`config.mk`:
```
export PLATFORM = sky130hd
export DESIGN_NAME = walsh_demod
export DESIGN_NICKNAME = d
export VERILOG_FILES = /design/src/rtl/wd_pkg.sv /design/src/rtl/wd_sync_edge.sv /design/src/rtl/wd_timebase.sv /design/src/rtl/wd_pattern.sv /design/src/rtl/wd_negate.sv /design/src/rtl/walsh_demod.sv
export SDC_FILE = /design/constraint.sdc
export NUM_CORES = 1
export LEC_CHECK = 0
export ABC_CLOCK_PERIOD_IN_PS = 4960
export BUFFER_PORTS_ARGS = -buffer_cell sky130_fd_sc_hd__buf_2
export CAP_MARGIN = 20
export CORE_MARGIN = 2
export CORE_UTILIZATION = 30
export CTS_CLUSTER_SIZE = 8
export DETAILED_ROUTE_END_ITERATION = 8
export SETUP_SLACK_MARGIN = 0.05
export SLEW_MARGIN = 20
export SYNTH_ARGS = -nofsm -noshare
export SYNTH_HDL_FRONTEND = slang
export SYNTH_HIERARCHICAL = 1
export SYNTH_SLANG_ARGS = --single-unit
```
`constraint.sdc`:
```
create_clock -name clk -period 4.96 [get_ports clk]
set_clock_uncertainty 0.15 [all_clocks]
set_input_delay 0.496 -clock clk [delete_from_list [all_inputs] [get_ports clk]]
set_output_delay 0.496 -clock clk [all_outputs]
set_load 0.03 [all_outputs]
```
`src/rtl/wd_pkg.sv`:
```
package wd_pkg;
  // sign selection for one Walsh state
  typedef enum logic {
    SGN_PASS = 1'b0,
    SGN_NEG  = 1'b1
  } wd_sign_e;
endpackage

```
`src/rtl/wd_sync_edge.sv`:
```
module wd_sync_edge #(
  parameter int STAGES = 2
) (
  input  logic clk,
  input  logic rst,
  input  logic async_i,
  output logic rise_o
);
  logic [STAGES-1:0] chain_q;
  logic              last_q;

  generate
    for (genvar g = 0; g < STAGES; g++) begin : g_stage
      always_ff @(posedge clk) begin
        if (rst) chain_q[g] <= 1'b0;
        else if (g == 0) chain_q[g] <= async_i;
        else chain_q[g] <= chain_q[(g == 0) ? 0 : g-1];
      end
    end
  endgenerate

  always_ff @(posedge clk) begin
    if (rst) last_q <= 1'b0;
    else     last_q <= chain_q[STAGES-1];
  end

  assign rise_o = chain_q[STAGES-1] & ~last_q;

  // a detected edge is a single-cycle event
  p_rise_single_r5: assert property (@(posedge clk) disable iff (rst)
    rise_o |=> !rise_o);
endmodule

```
`src/rtl/wd_timebase.sv`:
```
module wd_timebase #(
  parameter int NUM_STATES = 16,
  parameter int STATE_LEN  = 4
) (
  input  logic                          clk,
  input  logic                          rst,
  input  logic                          sync_evt_i,
  input  logic                          slip_clr_i,
  output logic                          boundary_o,
  output logic                          step_o,
  output logic [$clog2(NUM_STATES)-1:0] idx_o,
  output logic                          strobe_o,
  output logic                          slip_o
);
  localparam int IW = $clog2(NUM_STATES);
  localparam int CW = (STATE_LEN > 1) ? $clog2(STATE_LEN) : 1;
  localparam logic [CW-1:0] CNT_LAST = CW'(STATE_LEN - 1);
  localparam logic [IW-1:0] IDX_LAST = IW'(NUM_STATES - 1);

  logic [CW-1:0] cnt_q;
  logic [IW-1:0] idx_q;
  logic          strobe_q, slip_q, locked_q;
  logic          state_end, cycle_end;

  assign state_end  = (cnt_q == CNT_LAST);
  assign cycle_end  = state_end && (idx_q == IDX_LAST);
  assign boundary_o = sync_evt_i || cycle_end;
  assign step_o     = state_end && !boundary_o;

  always_ff @(posedge clk) begin
    if (rst) begin
      cnt_q    <= '0;
      idx_q    <= '0;
      strobe_q <= 1'b0;
    end else if (boundary_o) begin
      cnt_q    <= '0;
      idx_q    <= '0;
      strobe_q <= 1'b1;
    end else if (state_end) begin
      cnt_q    <= '0;
      idx_q    <= idx_q + IW'(1);
      strobe_q <= 1'b0;
    end else begin
      cnt_q    <= cnt_q + CW'(1);
      strobe_q <= 1'b0;
    end
  end

  always_ff @(posedge clk) begin
    if (rst) begin
      slip_q   <= 1'b0;
      locked_q <= 1'b0;
    end else begin
      if (sync_evt_i && locked_q && !cycle_end) slip_q <= 1'b1;
      else if (slip_clr_i)                      slip_q <= 1'b0;
      if (sync_evt_i) locked_q <= 1'b1;
    end
  end

  assign idx_o    = idx_q;
  assign strobe_o = strobe_q;
  assign slip_o   = slip_q;

  p_idx_bound_r2: assert property (@(posedge clk) disable iff (rst)
    idx_q <= IDX_LAST);
  p_strobe_pos_r2: assert property (@(posedge clk) disable iff (rst)
    strobe_q |-> (idx_q == '0 && cnt_q == '0));
  p_step_r2: assert property (@(posedge clk) disable iff (rst)
    step_o |=> (idx_q == $past(idx_q) + IW'(1)));
  p_resync_r5: assert property (@(posedge clk) disable iff (rst)
    sync_evt_i |=> (strobe_q && cnt_q == '0));
  p_slip_set_r7: assert property (@(posedge clk) disable iff (rst)
    (sync_evt_i && locked_q && !cycle_end) |=> slip_q);
  p_first_sync_r7: assert property (@(posedge clk) disable iff (rst)
    (!locked_q && !slip_q) |=> !slip_q);
  p_slip_hold_r8: assert property (@(posedge clk) disable iff (rst)
    (slip_q && !slip_clr_i) |=> slip_q);
endmodule

```
`src/rtl/wd_pattern.sv`:
```
module wd_pattern
  import wd_pkg::*;
#(
  parameter int NUM_STATES = 16
) (
  input  logic                  clk,
  input  logic                  rst,
  input  logic                  wr_i,
  input  logic [NUM_STATES-1:0] pat_i,
  input  logic                  boundary_i,
  input  logic                  step_i,
  output wd_sign_e              sign_o
);
  logic [NUM_STATES-1:0] pend_q;
  logic [NUM_STATES-1:0] run_q;

  // pending copy, written by the host at any time
  always_ff @(posedge clk) begin
    if (rst)       pend_q <= '0;
    else if (wr_i) pend_q <= pat_i;
  end

  // running copy: reloaded at each boundary, shifted once per state
  always_ff @(posedge clk) begin
    if (rst)             run_q <= '0;
    else if (boundary_i) run_q <= pend_q;
    else if (step_i)     run_q <= run_q >> 1;
  end

  assign sign_o = run_q[0] ? SGN_NEG : SGN_PASS;

  p_load_r6: assert property (@(posedge clk) disable iff (rst)
    boundary_i |=> (run_q == $past(pend_q)));
  p_hold_r6: assert property (@(posedge clk) disable iff (rst)
    (!boundary_i && !step_i) |=> $stable(run_q));
endmodule

```
`src/rtl/wd_negate.sv`:
```
module wd_negate
  import wd_pkg::*;
#(
  parameter int SAMPLE_W = 8
) (
  input  logic                       clk,
  input  logic                       rst,
  input  logic signed [SAMPLE_W-1:0] din_i,
  input  logic                       dvalid_i,
  input  wd_sign_e                   sign_i,
  output logic signed [SAMPLE_W:0]   dout_o,
  output logic                       dvalid_o
);
  localparam int OW = SAMPLE_W + 1;
  localparam logic [SAMPLE_W-1:0] MOST_NEG = {1'b1, {(SAMPLE_W-1){1'b0}}};
  localparam logic [OW-1:0]       MOST_POS = {2'b01, {(SAMPLE_W-1){1'b0}}};

  logic signed [OW-1:0] ext, neg;
  logic signed [OW-1:0] dout_q;
  logic                 dvalid_q;

  assign ext = {din_i[SAMPLE_W-1], din_i};
  assign neg = -ext;

  always_ff @(posedge clk) begin
    if (rst) begin
      dout_q   <= '0;
      dvalid_q <= 1'b0;
    end else begin
      dvalid_q <= dvalid_i;
      if (dvalid_i) dout_q <= (sign_i == SGN_NEG) ? neg : ext;
    end
  end

  assign dout_o   = dout_q;
  assign dvalid_o = dvalid_q;

  p_min_neg_r4: assert property (@(posedge clk) disable iff (rst)
    (dvalid_i && sign_i == SGN_NEG && din_i == MOST_NEG) |=> (dout_q == MOST_POS));
  p_idle_hold_r9: assert property (@(posedge clk) disable iff (rst)
    !dvalid_i |=> ($stable(dout_q) && !dvalid_q));
  p_valid_r3: assert property (@(posedge clk) disable iff (rst)
    dvalid_i |=> dvalid_q);
endmodule

```
`src/rtl/walsh_demod.sv`:
```
module walsh_demod
  import wd_pkg::*;
#(
  parameter int SAMPLE_W    = 8,
  parameter int NUM_STATES  = 16,
  parameter int STATE_LEN   = 4,
  parameter int SYNC_STAGES = 2
) (
  input  logic                          clk,
  input  logic                          rst,
  input  logic [SAMPLE_W-1:0]           sample_i,
  input  logic                          sample_valid_i,
  input  logic                          sync_i,
  input  logic                          pat_wr_i,
  input  logic [NUM_STATES-1:0]         pat_i,
  input  logic                          slip_clr_i,
  output logic [SAMPLE_W:0]             demod_o,
  output logic                          demod_valid_o,
  output logic [$clog2(NUM_STATES)-1:0] state_idx_o,
  output logic                          cycle_strobe_o,
  output logic                          slip_o
);
  logic     sync_evt, boundary, step;
  wd_sign_e sign;
  logic signed [SAMPLE_W:0] dout;

  wd_sync_edge #(.STAGES(SYNC_STAGES)) u_sync (
    .clk(clk), .rst(rst), .async_i(sync_i), .rise_o(sync_evt)
  );

  wd_timebase #(.NUM_STATES(NUM_STATES), .STATE_LEN(STATE_LEN)) u_tb (
    .clk(clk), .rst(rst), .sync_evt_i(sync_evt), .slip_clr_i(slip_clr_i),
    .boundary_o(boundary), .step_o(step), .idx_o(state_idx_o),
    .strobe_o(cycle_strobe_o), .slip_o(slip_o)
  );

  wd_pattern #(.NUM_STATES(NUM_STATES)) u_pat (
    .clk(clk), .rst(rst), .wr_i(pat_wr_i), .pat_i(pat_i),
    .boundary_i(boundary), .step_i(step), .sign_o(sign)
  );

  wd_negate #(.SAMPLE_W(SAMPLE_W)) u_neg (
    .clk(clk), .rst(rst), .din_i(sample_i), .dvalid_i(sample_valid_i),
    .sign_i(sign), .dout_o(dout), .dvalid_o(demod_valid_o)
  );

  assign demod_o = dout;
endmodule

```
Word-level counts from Yosys, hierarchy flattened --
Index checks and enable logic that the tools add are counted.
Word-level totals: output and inout port bits 16, register bits 54, word-level logic and storage cells 37
Operators by class: mux-type cells 7, equal/unequal tests 2, add/sub/neg operators 3, reduce and logical (&&, ||, !) cells 11, bitwise logic cells 2
Operator list (count):
- 16-bit two-way mux | 2
- 9-bit two-way mux | 1
- 8-bit negator with 9-bit output | 1
- 4-bit by 1-bit adder with 4-bit output, second input constant | 1
- 4-bit == test, second input constant | 1
- 1-bit logical AND | 4
- 1-bit two-way mux | 4
- 2-bit nonzero test | 2
- 3-bit OR reduction | 1
- 2-bit by 1-bit adder with 2-bit output, second input constant | 1
- 2-bit == test, second input constant | 1
- 1-bit logical NOT | 2
- 2-bit OR reduction | 1
- 1-bit AND | 1
- 1-bit logical OR | 1
- 1-bit inverter | 1

Longest topological paths before layout --
depth in word-level cells 7, depth in mapped cells 8

Hierarchy --
Netlist, hierarchy kept.
Modules (own cells, without submodules):
- wd_pattern | times used 1, cells an instance 122, area an instance 1323.8 um2
- wd_negate | times used 1, cells an instance 69, area an instance 561.8 um2
- wd_timebase | times used 1, cells an instance 35, area an instance 381.6 um2
- wd_sync_edge | times used 1, cells an instance 7, area an instance 87.6 um2

Worst setup path before layout --
Ideal clock, no wire load.
path type flip-flop to flip-flop, start point register u_tb.idx_q[0] (netlist: u_tb/idx_o[0]), end point register u_pat.run_q[15], slack 2.927 ns, arrival time 1.812 ns, clock period less this slack 2.033 ns, cell stages (with the launch flop) 7, required time 4.739 ns, buffers on the path 1, cell sequence dfxtp_1 > ha_1 > a41oi_4 > and2_2 > buf_6 > or3b_1 > a21oi_1
On the way: word-level cells in the longest chain between the ends 6, elaborated cells between the ends (all ways) 7, classes of those cells eq/ne (1); mux (1); reduce/logical (5)
Ends and longest elaborated chain:
- from (decl) | RTL line wd_timebase.sv:21 | logic [IW-1:0] idx_q;
- from (signal assigned) | RTL line wd_timebase.sv:41 | idx_q <= idx_q + IW'(1);
- 4-bit == test | RTL line wd_timebase.sv:26 | assign cycle_end = state_end && (idx_q == IDX_LAST);
- 1-bit logical AND | RTL line wd_timebase.sv:26
- 1-bit logical OR | RTL line wd_timebase.sv:27 | assign boundary_o = sync_evt_i || cycle_end;
- 1-bit logical NOT | RTL line wd_timebase.sv:28 | assign step_o = state_end && !boundary_o;
- 1-bit logical AND | RTL line wd_timebase.sv:28
- named net step | RTL line walsh_demod.sv:23 | logic sync_evt, boundary, step;
- 2-bit nonzero test (no source line)
- to (signal assigned) | RTL line wd_pattern.sv:26 | else if (boundary_i) run_q <= pend_q;
- to (signal assigned) | RTL line wd_pattern.sv:27 | else if (step_i) run_q <= run_q >> 1;
- to (decl) | RTL line wd_pattern.sv:15 | logic [NUM_STATES-1:0] run_q;
The timed path passes the listed nets, and every way through them passes these cells. A chain may end at the register's enable or synchronous reset.

Worst setup path in the final report --
start point register u_tb.cnt_q[0], end point register u_pat.run_q[7]
On the way: word-level cells in the longest chain between the ends 6, elaborated cells between the ends (all ways) 7, classes of those cells eq/ne (1); mux (1); reduce/logical (5)
Ends and longest elaborated chain:
- from (decl) | RTL line wd_timebase.sv:20 | logic [CW-1:0] cnt_q;
- from (signal assigned) | RTL line wd_timebase.sv:44 | cnt_q <= cnt_q + CW'(1);
- 2-bit == test (*) | RTL line wd_timebase.sv:25 | assign state_end = (cnt_q == CNT_LAST);
- 1-bit logical AND (*) | RTL line wd_timebase.sv:26
- 1-bit logical OR (*) | RTL line wd_timebase.sv:27
- named net boundary | RTL line walsh_demod.sv:23
- 1-bit logical NOT | RTL line wd_timebase.sv:28
- 1-bit logical AND | RTL line wd_timebase.sv:28
- 2-bit nonzero test (no source line)
Mark *: on every way through the listed nets, which the timed path passes. The rest lies on a longest branch.

==> results by group <==
Outcome
  • Status: finished, final reports clean

Detailed routing
  • WL/cell: 11.95 um
  • Remaining antenna violation count: 0
  • Drt first pass iters: 4
  • Violation count after the first detailed-routing iteration: 75
  • Remaining design rule violation count: 0
  • Final wirelength: 4480 um
  • Total via count in the routed design: 1772
  • Vias per std cell: 4.725

Finish
  • Post-layout instance area: 2731 sq um
  • Fraction of layout instances using a drive strength above 1: 22.71%
  • Antenna cells: 0
  • Area growth, synth to finish: 15.99%
  • Total area of multi-input combinational cells: 1154 sq um
  • Register cell area after layout: 1081 sq um
  • Filler cell count: 775
  • Layout Utilization: 35.72%
  • Layout Nets: 305

Floorplan
  • Die width: 92.60 um
  • Initial Utilization: 30.79%
  • # IOs: 46
  • Site row count: 32
  • Die footprint: 8574 sq um
  • Placeable core area: 7647 sq um
  • Die height: 92.60 um

Logic synthesis
  • Synthesized area divided by synthesized cell count: 10.11 sq um
  • YS warnings: 6
  • Net Count, Synth: 266
  • Synthesis-stage register bit count: 54
  • Gate count after technology mapping: 233
  • Portion of synthesized cell area occupied by the leading cell type: 45.91%
  • Area leader, netlist: sky130_fd_sc_hd__dfxtp_1
  • Share of async-settable or async-resettable flops after synthesis: 0%
  • Number of enable-type register cells in the synthesized netlist: 0
  • Post-synthesis cell area: 2355 sq um
  • Most used DFF post-synth: sky130_fd_sc_hd__dfxtp_1
  • Cell types with the largest area share after synthesis: sky130_fd_sc_hd__dfxtp_1 46%, sky130_fd_sc_hd__mux2i_1 14%, sky130_fd_sc_hd__nor2b_1 5.6%
  • Sequential-to-total area share from yosys stat: 45.91%
  • Number of unique standard cell types used by synthesis: 41

Clocking
  • Clock sink total: 54
  • Setup fix buffers added after clock tree synthesis: 0
  • Post-CTS resize count: 0
  • Cts-stage hold buffer count: 0
  • Clock Tree Buf Depth: 2
  • CTS tree: built
  • Count of H-tree levels built during CTS: 2
  • Num CTS Buffers: 5
  • Clock insertion delay at the later pin of the skew report: 0.30 ns
  • Clock transition at the registers of the reported paths: 0.10 ns
  • Clk Tree Root Cell: sky130_fd_sc_hd__clkbuf_8

Power
  • Pwr per Cell Area: 323.6 nW/um^2
  • Part of the total power dissipated in sequential elements: 53.2%
  • Overall Power: 883.8 uW
  • Maximum resistive drop on vdd: 0.1081 mV
  • Clock power share: 34.7%
  • Total internal power: 657.3 uW
  • Switching Share: 25.62%
  • Share of total power in combinational logic: 12.1%
  • Net Switching: 226.4 uW
  • Leakage Power: 1.113 nW

Worst setup path
  • Crit path from: u_tb/cnt_q[0]
  • CP cell instances: ha_1, a41oi_4, inv_1, inv_1, a211oi_1
  • Number of cells on the worst reg-to-reg path: 5
  • Top cell by count, worst path: sky130_fd_sc_hd__inv_1
  • CP required: 5.02 ns
  • Highest cell delay on the worst timing path: 0.41 ns
  • Slowest cell on the critical path: sky130_fd_sc_hd__ha_1
  • Critical Path Start Type: register
  • Endpoint class of the critical path: register
  • Largest fanout on the critical path: 18
  • Register-to-register setup slack: 2.72 ns
  • CP arrival: 2.30 ns
  • FF-to-FF End: u_pat/run_q[7]
  • FF-to-FF Start: u_tb/cnt_q[0]
  • Worst setup path category: reg -> reg

Placed design
  • Final weighted congestion in routability-driven placement: 0.7465
  • Cell area after placement: 2614 sq um
  • PortBufs: 45
  • Half-perimeter wire length of the detailed placement result: 3099 um

Timing
  • Total Neg Setup Slack: 0 ns
  • Post-layout min period: 2.240 ns
  • Worst hold slack across all endpoints: 0.2622 ns
  • Period Utilization, post-route: 45.16%
  • Number of hold violations in the final report: 0
  • Highest clock rate: 446.5 MHz
  • Worst slew margin relative to its limit: 33.72%
  • Final setup violation count: 0
  • Final-report max-slew violation count: 0
  • Setup repair after global routing missed its margin: no
  • Transition time of the tightest slew-check pin: 0.9942 ns

Global route
  • Global-route wire length before repair: 7652 um
  • Number of antenna violations at the first check in global routing: 0
  • Maximum number of pins on one net before global-route repair: 54
  • Number of global-route vias before repair: 1655
  • Remaining global-route overflow: 0
  • Overall routing resource usage: 10.90%

Hold path
  • Hold wc startpoint: sync_i
  • Min-Delay Path Depth: 2
  • Worst min-delay path category: in -> reg
  • Worst hold path endpoint: u_sync/chain_q[0]

Run
  • Max-cap violations: 0
-- registers in the layout, summed over array words and instances (netlist names) --
signal	count
u_neg/dout_o	9
u_pat/pend_q	16
u_tb/locked_q	1
u_neg/dvalid_o	1
u_sync/last_q	1
u_pat/run_q	16
u_tb/strobe_o	1
u_sync/chain_q	2
u_tb/slip_o	1
u_tb/cnt_q	2
u_tb/idx_o	4
-- cell usage after synthesis (all sizes together), types with 4 or more instances --
cell type / n
nand2: 5
nor2: 31
nand4: 4
dfxtp: 54
clkbuf: 4
or3: 4
o21ai: 5
inv: 7
nor3b: 5
buf: 9
a211oi: 17
mux2i: 34
nor2b: 22
-- metrics by stage --
stage | std cells | setup WS, ns
2_1_floorplan | 233 | 2.927
3_3_place_gp | 367 | 2.829
3_5_place_dp | 367 | 2.683
4_1_cts | 375 | 2.656
5_1_grt | 375 | 2.385
6_report | 375 | 2.720
-- critical path: cells and delay by family, from the launching register on --
family	cells	cell delay, ns
adder cells (fa/ha/maj)	1	0.41
AO/OA/AOI/OAI	2	0.52
flip-flops	1	0.35
buffers and inverters	2	0.71
-- cell usage in the layout, fill, tap and decap left out, types with 4 or more instances in the layout --
master / synthesis / layout
sky130_fd_sc_hd__nand2_1: 5 / 5
sky130_fd_sc_hd__dfxtp_1: 54 / 54
sky130_fd_sc_hd__o21ai_0: 5 / 5
sky130_fd_sc_hd__inv_1: 7 / 7
sky130_fd_sc_hd__or3_1: 4 / 4
sky130_fd_sc_hd__buf_2: 2 / 45
sky130_fd_sc_hd__nor2_1: 31 / 31
sky130_fd_sc_hd__a211oi_1: 14 / 14
sky130_fd_sc_hd__clkbuf_8: 0 / 5
sky130_fd_sc_hd__mux2i_1: 34 / 34
sky130_fd_sc_hd__nor2b_1: 21 / 21
sky130_fd_sc_hd__nand4_1: 4 / 4
sky130_fd_sc_hd__nor3b_1: 4 / 4
-- logic make-up (layout without fill, tap and decap cells) --
logic type               after synthesis  after routing  synth area share (%)
AO/OA/AOI/OAI                         34             34                 12.01
buffers and inverters                 20             60                 5.101
flip-flops                            54             54                 45.91
adder cells (fa/ha/maj)                3              3                 1.594
multiplexers                          34             34                 14.45
AND/OR/NAND/NOR                       85             85                 19.82
XOR/XNOR                               3              3                 1.116
-- layer usage --
metal	vias up	wire, um	GRT usage, %
met4	0	41	3.358
met3	2	140	2.278
met2	31	2128	17.82
met5	-	0	0
met1	836	2169	14.42
li1	903	-	-
-- final cells by class --
cell class	instances	share of cell area (%)
multi-input combinational	159	42.24
tap	102	4.672
timing repair buffer	45	8.246
sequential	54	39.58
clock inverter	3	1.787
inverter	7	0.9620
clock buffer	5	2.519
-- how the worst max path moves through the flow --
stage / cells past startpoint / end
4_1_cts: 5 / u_pat/run_q[7]
5_1_grt: 5 / u_pat/run_q[4]
3_3_place_gp: 5 / u_pat/run_q[11]
3_5_place_dp: 5 / u_pat/run_q[3]
6_report: 5 / u_pat/run_q[7]
2_1_floorplan: 6 / u_pat/run_q[15]
-- power groups by stage --
stage	logic [mW]	registers, mW	clock network, mW
after floorplan	0.0670	0.491	0
after CTS	0.108	0.471	0.320
after global placement	0.106	0.480	0
after detailed placement	0.108	0.481	0
final	0.107	0.470	0.306
after global routing	0.120	0.474	0.337
No activity file was read; power rests on OpenSTA's default activity.
